==> src/rtl/wdt_keyed_pkg.sv <==
`timescale 1ns/1ps
// Package: shared constants and the run-state type of the keyed watchdog.
// Assumes: every module of the block imports it; the defaults here are the
// values used when the top is elaborated without overrides.
package wdt_keyed_pkg;

    // Default geometry of the control register and counter
    localparam int unsigned WDT_SEL_W    = 3;
    localparam int unsigned WDT_KEY_W    = 4;
    localparam int unsigned WDT_CNT_W    = 15;
    localparam int unsigned WDT_BASE_EXP = 8;

    // Key pattern that, together with a low config enable, stops the watchdog
    localparam logic [WDT_KEY_W-1:0] WDT_OFF_KEY = 4'b1010;

    // Reset contents of the control register fields
    localparam logic [WDT_SEL_W-1:0] WDT_RST_SEL  = 3'b111;
    localparam logic                 WDT_RST_IDLE = 1'b0;

    // Whether the watchdog counts or is held
    typedef enum logic {
        WDT_HELD = 1'b0,
        WDT_RUN  = 1'b1
    } wdt_run_e;

endpackage

==> src/rtl/wdt_ctrl_reg.sv <==
`timescale 1ns/1ps
// Module: control register of the watchdog.
// Holds an idle-clock bit, a window select and a software key, packed
// MSB to LSB as {idle, sel, key}. Assumes a single-cycle write strobe and
// that read data is always valid (no read strobe).
module wdt_ctrl_reg #(
    parameter int unsigned        SEL_W    = 3,
    parameter int unsigned        KEY_W    = 4,
    parameter logic [SEL_W-1:0]   RST_SEL  = '1,
    parameter logic [KEY_W-1:0]   RST_KEY  = '0,
    parameter logic               RST_IDLE = 1'b0,
    localparam int unsigned       REG_W    = 1 + SEL_W + KEY_W
) (
    input  logic             clk,
    input  logic             rst_n,
    input  logic             wr_en_i,
    input  logic [REG_W-1:0] wr_data_i,
    output logic [REG_W-1:0] rd_data_o,
    output logic [SEL_W-1:0] sel_o,
    output logic [KEY_W-1:0] key_o,
    output logic             idle_o
);

    localparam int unsigned KEY_LO = 0;
    localparam int unsigned SEL_LO = KEY_W;
    localparam int unsigned IDLE_B = KEY_W + SEL_W;

    logic [REG_W-1:0] ctrl_q;

    // Load the whole register on a write; return to the reset pattern on reset
    always_ff @(posedge clk) begin
        if (!rst_n) begin
            ctrl_q <= {RST_IDLE, RST_SEL, RST_KEY};
        end else if (wr_en_i) begin
            ctrl_q <= wr_data_i;
        end
    end

    // Split the register into its fields
    always_comb begin
        key_o     = ctrl_q[KEY_LO +: KEY_W];
        sel_o     = ctrl_q[SEL_LO +: SEL_W];
        idle_o    = ctrl_q[IDLE_B];
        rd_data_o = ctrl_q;
    end

endmodule

==> src/rtl/wdt_enable_gate.sv <==
`timescale 1ns/1ps
// Module: enable rule of the watchdog.
// The watchdog is held only when the static config enable is low and the
// software key matches the off pattern exactly. Any other key value runs it.
// Assumes cfg_en_i is quasi-static; no synchronisation is done here.
module wdt_enable_gate
    import wdt_keyed_pkg::*;
#(
    parameter int unsigned      KEY_W   = 4,
    parameter logic [KEY_W-1:0] OFF_KEY = '0
) (
    input  logic             cfg_en_i,
    input  logic [KEY_W-1:0] key_i,
    output wdt_run_e         run_o
);

    logic key_is_off;

    // Decide between counting and holding from the two enable sources
    always_comb begin
        key_is_off = (key_i == OFF_KEY);
        run_o      = (cfg_en_i || !key_is_off) ? WDT_RUN : WDT_HELD;
    end

endmodule

==> src/rtl/wdt_period_dec.sv <==
`timescale 1ns/1ps
// Module: window decoder.
// Maps the select code to the terminal count (period minus one) of a
// power-of-two window: period = 2^(BASE_EXP + sel). Assumes
// BASE_EXP + 2^SEL_W - 1 <= CNT_W so the largest window fits the counter.
module wdt_period_dec #(
    parameter int unsigned SEL_W    = 3,
    parameter int unsigned CNT_W    = 15,
    parameter int unsigned BASE_EXP = 8,
    localparam int unsigned NUM_SEL = 1 << SEL_W
) (
    input  logic [SEL_W-1:0] sel_i,
    output logic [CNT_W-1:0] term_o
);

    logic [CNT_W-1:0] term_lut [NUM_SEL];

    // One terminal count per select code, computed at elaboration
    for (genvar g = 0; g < NUM_SEL; g++) begin : g_term
        assign term_lut[g] = CNT_W'((64'd1 << (BASE_EXP + g)) - 64'd1);
    end

    // Pick the terminal count of the current select
    always_comb begin
        term_o = term_lut[sel_i];
    end

endmodule

==> src/rtl/wdt_counter.sv <==
`timescale 1ns/1ps
// Module: timeout counter and pulse generator.
// Counts while running, restarts on clear, on timeout and while held.
// A timeout is a count at or past the terminal value; a clear in the same
// cycle suppresses it. The pulse is registered and one cycle wide.
// Assumes term_i may change at any cycle (select writes).
module wdt_counter
    import wdt_keyed_pkg::*;
#(
    parameter int unsigned CNT_W = 15
) (
    input  logic             clk,
    input  logic             rst_n,
    input  wdt_run_e         run_i,
    input  logic             clr_i,
    input  logic [CNT_W-1:0] term_i,
    output logic [CNT_W-1:0] cnt_o,
    output logic             expire_o
);

    logic [CNT_W-1:0] cnt_q;
    logic             expire_q;
    logic             hit;
    logic             restart;

    // Timeout and restart conditions for this cycle
    always_comb begin
        hit     = (run_i == WDT_RUN) && !clr_i && (cnt_q >= term_i);
        restart = (run_i == WDT_HELD) || clr_i || hit;
    end

    // Advance or restart the count and register the timeout pulse
    always_ff @(posedge clk) begin
        if (!rst_n) begin
            cnt_q    <= '0;
            expire_q <= 1'b0;
        end else begin
            expire_q <= hit;
            if (restart) begin
                cnt_q <= '0;
            end else begin
                cnt_q <= cnt_q + 1'b1;
            end
        end
    end

    assign cnt_o    = cnt_q;
    assign expire_o = expire_q;

endmodule

==> src/rtl/wdt_keyed.sv <==
`timescale 1ns/1ps
// Module: keyed-disable watchdog timer (top).
// Ties the control register, enable rule, window decoder and counter
// together. Assumes a single clock domain and a synchronous active-low reset.
module wdt_keyed
    import wdt_keyed_pkg::*;
#(
    parameter int unsigned SEL_W    = WDT_SEL_W,
    parameter int unsigned KEY_W    = WDT_KEY_W,
    parameter int unsigned CNT_W    = WDT_CNT_W,
    parameter int unsigned BASE_EXP = WDT_BASE_EXP,
    localparam int unsigned REG_W   = 1 + SEL_W + KEY_W
) (
    input  logic             clk,
    input  logic             rst_n,
    input  logic             cfg_en_i,
    input  logic             clr_i,
    input  logic             wr_en_i,
    input  logic [REG_W-1:0] wr_data_i,
    output logic [REG_W-1:0] rd_data_o,
    output logic             idle_clk_o,
    output logic             wdt_rst_o
);

    logic [SEL_W-1:0] sel;
    logic [KEY_W-1:0] key;
    logic [CNT_W-1:0] term;
    logic [CNT_W-1:0] cnt;
    wdt_run_e         run;

    // Software-visible control register
    wdt_ctrl_reg #(
        .SEL_W    (SEL_W),
        .KEY_W    (KEY_W),
        .RST_SEL  (SEL_W'(WDT_RST_SEL)),
        .RST_KEY  (KEY_W'(WDT_OFF_KEY)),
        .RST_IDLE (WDT_RST_IDLE)
    ) u_reg (
        .clk       (clk),
        .rst_n     (rst_n),
        .wr_en_i   (wr_en_i),
        .wr_data_i (wr_data_i),
        .rd_data_o (rd_data_o),
        .sel_o     (sel),
        .key_o     (key),
        .idle_o    (idle_clk_o)
    );

    // Run/hold decision from config enable and key
    wdt_enable_gate #(
        .KEY_W   (KEY_W),
        .OFF_KEY (KEY_W'(WDT_OFF_KEY))
    ) u_gate (
        .cfg_en_i (cfg_en_i),
        .key_i    (key),
        .run_o    (run)
    );

    // Terminal count of the selected window
    wdt_period_dec #(
        .SEL_W    (SEL_W),
        .CNT_W    (CNT_W),
        .BASE_EXP (BASE_EXP)
    ) u_dec (
        .sel_i  (sel),
        .term_o (term)
    );

    // Counter and reset pulse
    wdt_counter #(
        .CNT_W (CNT_W)
    ) u_cnt (
        .clk      (clk),
        .rst_n    (rst_n),
        .run_i    (run),
        .clr_i    (clr_i),
        .term_i   (term),
        .cnt_o    (cnt),
        .expire_o (wdt_rst_o)
    );

endmodule

==> config.mk <==
export PLATFORM = sky130hd
export DESIGN_NAME = wdt_keyed
export DESIGN_NICKNAME = d
export VERILOG_FILES = /design/src/rtl/wdt_keyed_pkg.sv /design/src/rtl/wdt_ctrl_reg.sv /design/src/rtl/wdt_enable_gate.sv /design/src/rtl/wdt_period_dec.sv /design/src/rtl/wdt_counter.sv /design/src/rtl/wdt_keyed.sv
export SDC_FILE = /design/constraint.sdc
export NUM_CORES = 1
export LEC_CHECK = 0
export CORE_UTILIZATION = 57
export CTS_BUF_LIST = sky130_fd_sc_hd__clkbuf_8
export DETAILED_ROUTE_END_ITERATION = 12
export HOLD_SLACK_MARGIN = 0.03
export PLACE_DENSITY = 0.94
export SLEW_MARGIN = 40
export SYNTH_ARGS = -nofsm -noshare
export SYNTH_HDL_FRONTEND = slang
export SYNTH_SLANG_ARGS = --single-unit
==> constraint.sdc <==
create_clock -name clk -period 5.15 [get_ports clk]
set_input_delay 1.2875 -clock clk [delete_from_list [all_inputs] [get_ports clk]]
set_output_delay 1.2875 -clock clk [all_outputs]
set_load 0.005 [all_outputs]
==> results.toml <==
[yosys]
yosys_warnings = 0
synthXorXnorAreaFrac_pct = 8.06
ys_ff_latch = 24
synth_top_cells_by_area = "dfxtp_1, ha_1, nor3_1, xnor2_1, mux2i_1"
synth_top_family_by_area = "simple AND/OR/NAND/NOR gates"
synth_fa_ha_area_share_pct = 8.38
synthMuxAreaShare_pct = 5.86
synth_top_area_share_pct = 40.2
synth_fp_nets = 154
synth-seq-area-share_pct = 40.2
synth.distinct_cells = 30
syn-cell-area_um2 = 1190
synth.avg_cell_area_um2 = 8.98
synthSimpleGateAreaFrac_pct = 24.8
synth_compound_area_share_pct = 8.38
syn_inst = 133
synth.largest_area_cell = "dfxtp_1"

[sta]
period_minus_slack_ps = 2790
grt_setup_unrepaired = "false"
timing.slew.headroom_pct = 51.4
fin_ws_ps = 2360
fmax_mhz = 358
skew_ps = 0.979
fin_setup_tns_ps = 0
finalCritPeriodShare_pct = 54.3
finalMaxSlewViolations = 0
setup_viol_count_final = 0
hold_viol = 0
worstMarginPinSlew_ps = 729

[global_route]
grt_overflow = 0
grt_use_total_pct = 29.8
grt_first_pass_wirelength_mm = 4.60
grt_max_degree = 17
grt_pass1_vias = 1028
antenna_found_initial = 0

[cts]
post_cts.repair.setup_buffers = 0
cts.clk_slew.worst_paths_ps = 80
clock_path_buffers = 2
ctsRootBufferMaster = "clkbuf_8"
cts_tree = "built"
hold_buffers = 0
cts_inserted_buffers = 3
clk_latency_ps = 260
cts_num_sinks = 24
cts_max_level = 1
cts_resized = 0

[routing]
vias = 1090
final_antenna_net_count = 0
drc_errors = 0
viasPerCell = 6.02
wl_per_cell_um = 17.3
drt_first_iter_violations = 35
drt_first_pass_iters = 4
drt-total-wl_mm = 3.12

[placement]
gp_congestion = 0.797
placed_area_um2 = 1430
preCtsSetupSlack_ps = 2170
post-dp-hpwl_mm = 2.06
io_buffer_count = 22

[layout]
area_growth_pct = 24.6
n_fill_cell = 133
final_area_um2 = 1490
mostFrequentLayoutCell = "dfxtp_1"
seq_area_um2 = 480
layout-drive-gt1-share_pct = 6.49
multi_input_area_um2 = 673
num_antenna_cells = 0
finish.utilization_pct = 75.9
fin_nets = 176
final_cell_mix = "dfxtp_1, clkdlybuf4s50_1, nor3_1, nand2_1, xnor2_1"

[die]
die_width_um = 47.8
design.core.area_um2 = 1960
die_h_um = 47.8
rows = 16
ios = 23
start_util_pct = 60.9
die_area_um2 = 2280

[hold_path]
hp-class = "reg -> reg"
min_path_cells = 1

[pwr]
vdd_drop_max_mv = 0.201
power_density_nw_per_um2 = 243
p_leak_uw = 0.000549

[setup_path]
required_ps = 5320
worstSetupEndpointType = "flop"
ff2ff_path_depth = 6
crit_type = "in -> reg"
worstPathMaxFanout = 15
start_kind = "input pin"
arrival_ps = 2970

[run]
maxCapViolCount = 0

[status]
outcome = "complete, no violations"
==> worst max-delay path, stage by stage <==
cell	delay, ps
clkdlybuf4s50_1	570
inv_1	130
a311oi_1	430
o21ai_2	290
a211oi_1	260
==> area by class of cell <==
| type | instances | share of cell area, % |
|---|---|---|
| Sequential cell | 24 | 32.3 |
| Clock buffer | 4 | 3.70 |
| Timing Repair Buffer | 22 | 14.8 |
| Tap cell | 27 | 2.27 |
| Multi-Input combinational cell | 97 | 45.2 |
| Inverter | 7 | 1.76 |
==> power breakdown <==
part	switching, uW	internal, uW	leakage [uW]
clock	59.2	68.2	0.0000288
sequential	5.83	190	0.000195
combinational	15.7	22.3	0.000325
==> registers in the layout (all words and copies together), names as in the netlist <==
register         count
u_cnt.cnt_o         15
u_reg.rd_data_o      8
u_cnt.expire_o       1
==> kinds of logic (layout without fill, tap and decap cells) <==
logic type      count (synthesis)  count (layout)
mux                             7               7
flops                          24              24
buf+inv                        12              33
xor+xnor                       11              11
compound gates                 16              16
simple gates                   55              55
fa+ha+maj                       8               8
==> path summary, 6_finish.rpt <==
kind                       from  slack (ps)               to
min              u_cnt.cnt_o[0]         530   u_cnt.cnt_o[0]
min reg2reg      u_cnt.cnt_o[0]         530   u_cnt.cnt_o[0]
max                       rst_n        2360  u_cnt.cnt_o[12]
max reg2reg  u_reg.rd_data_o[5]        2750   u_cnt.cnt_o[3]
==> stage by stage <==
stage	std cells	hold slack [ps]	power, uW
final	181	530	361
after global routing	181	540	372
after CTS	181	525	361
after detailed placement	177	513	237
after global placement	177	493	234
after floorplan	133	472	215
==> cells in the mapped netlist, drive strengths merged <==
cell type  instances
dfxtp             24
ha                 8
a21o               1
o211ai             1
nand3              5
buf                3
o21ai              4
nand2             11
or3                4
nor3              17
o221ai             1
or2                1
nor2               7
xnor2              9
inv                7
o21a               1
a21oi              5
nor3b              1
a211oi             2
xor2               2
a311oi             1
nor4               3
mux2i              7
nand4              6
clkbuf             2
==> metal layers <==
layer / wire [um] / track usage, %
met1: 1280 / 34.7
met2: 1620 / 52.2
met3: 148 / 5.28
met4: 77 / 15.0
met5: 0 / 0
No activity file was read; power rests on OpenSTA's default activity.
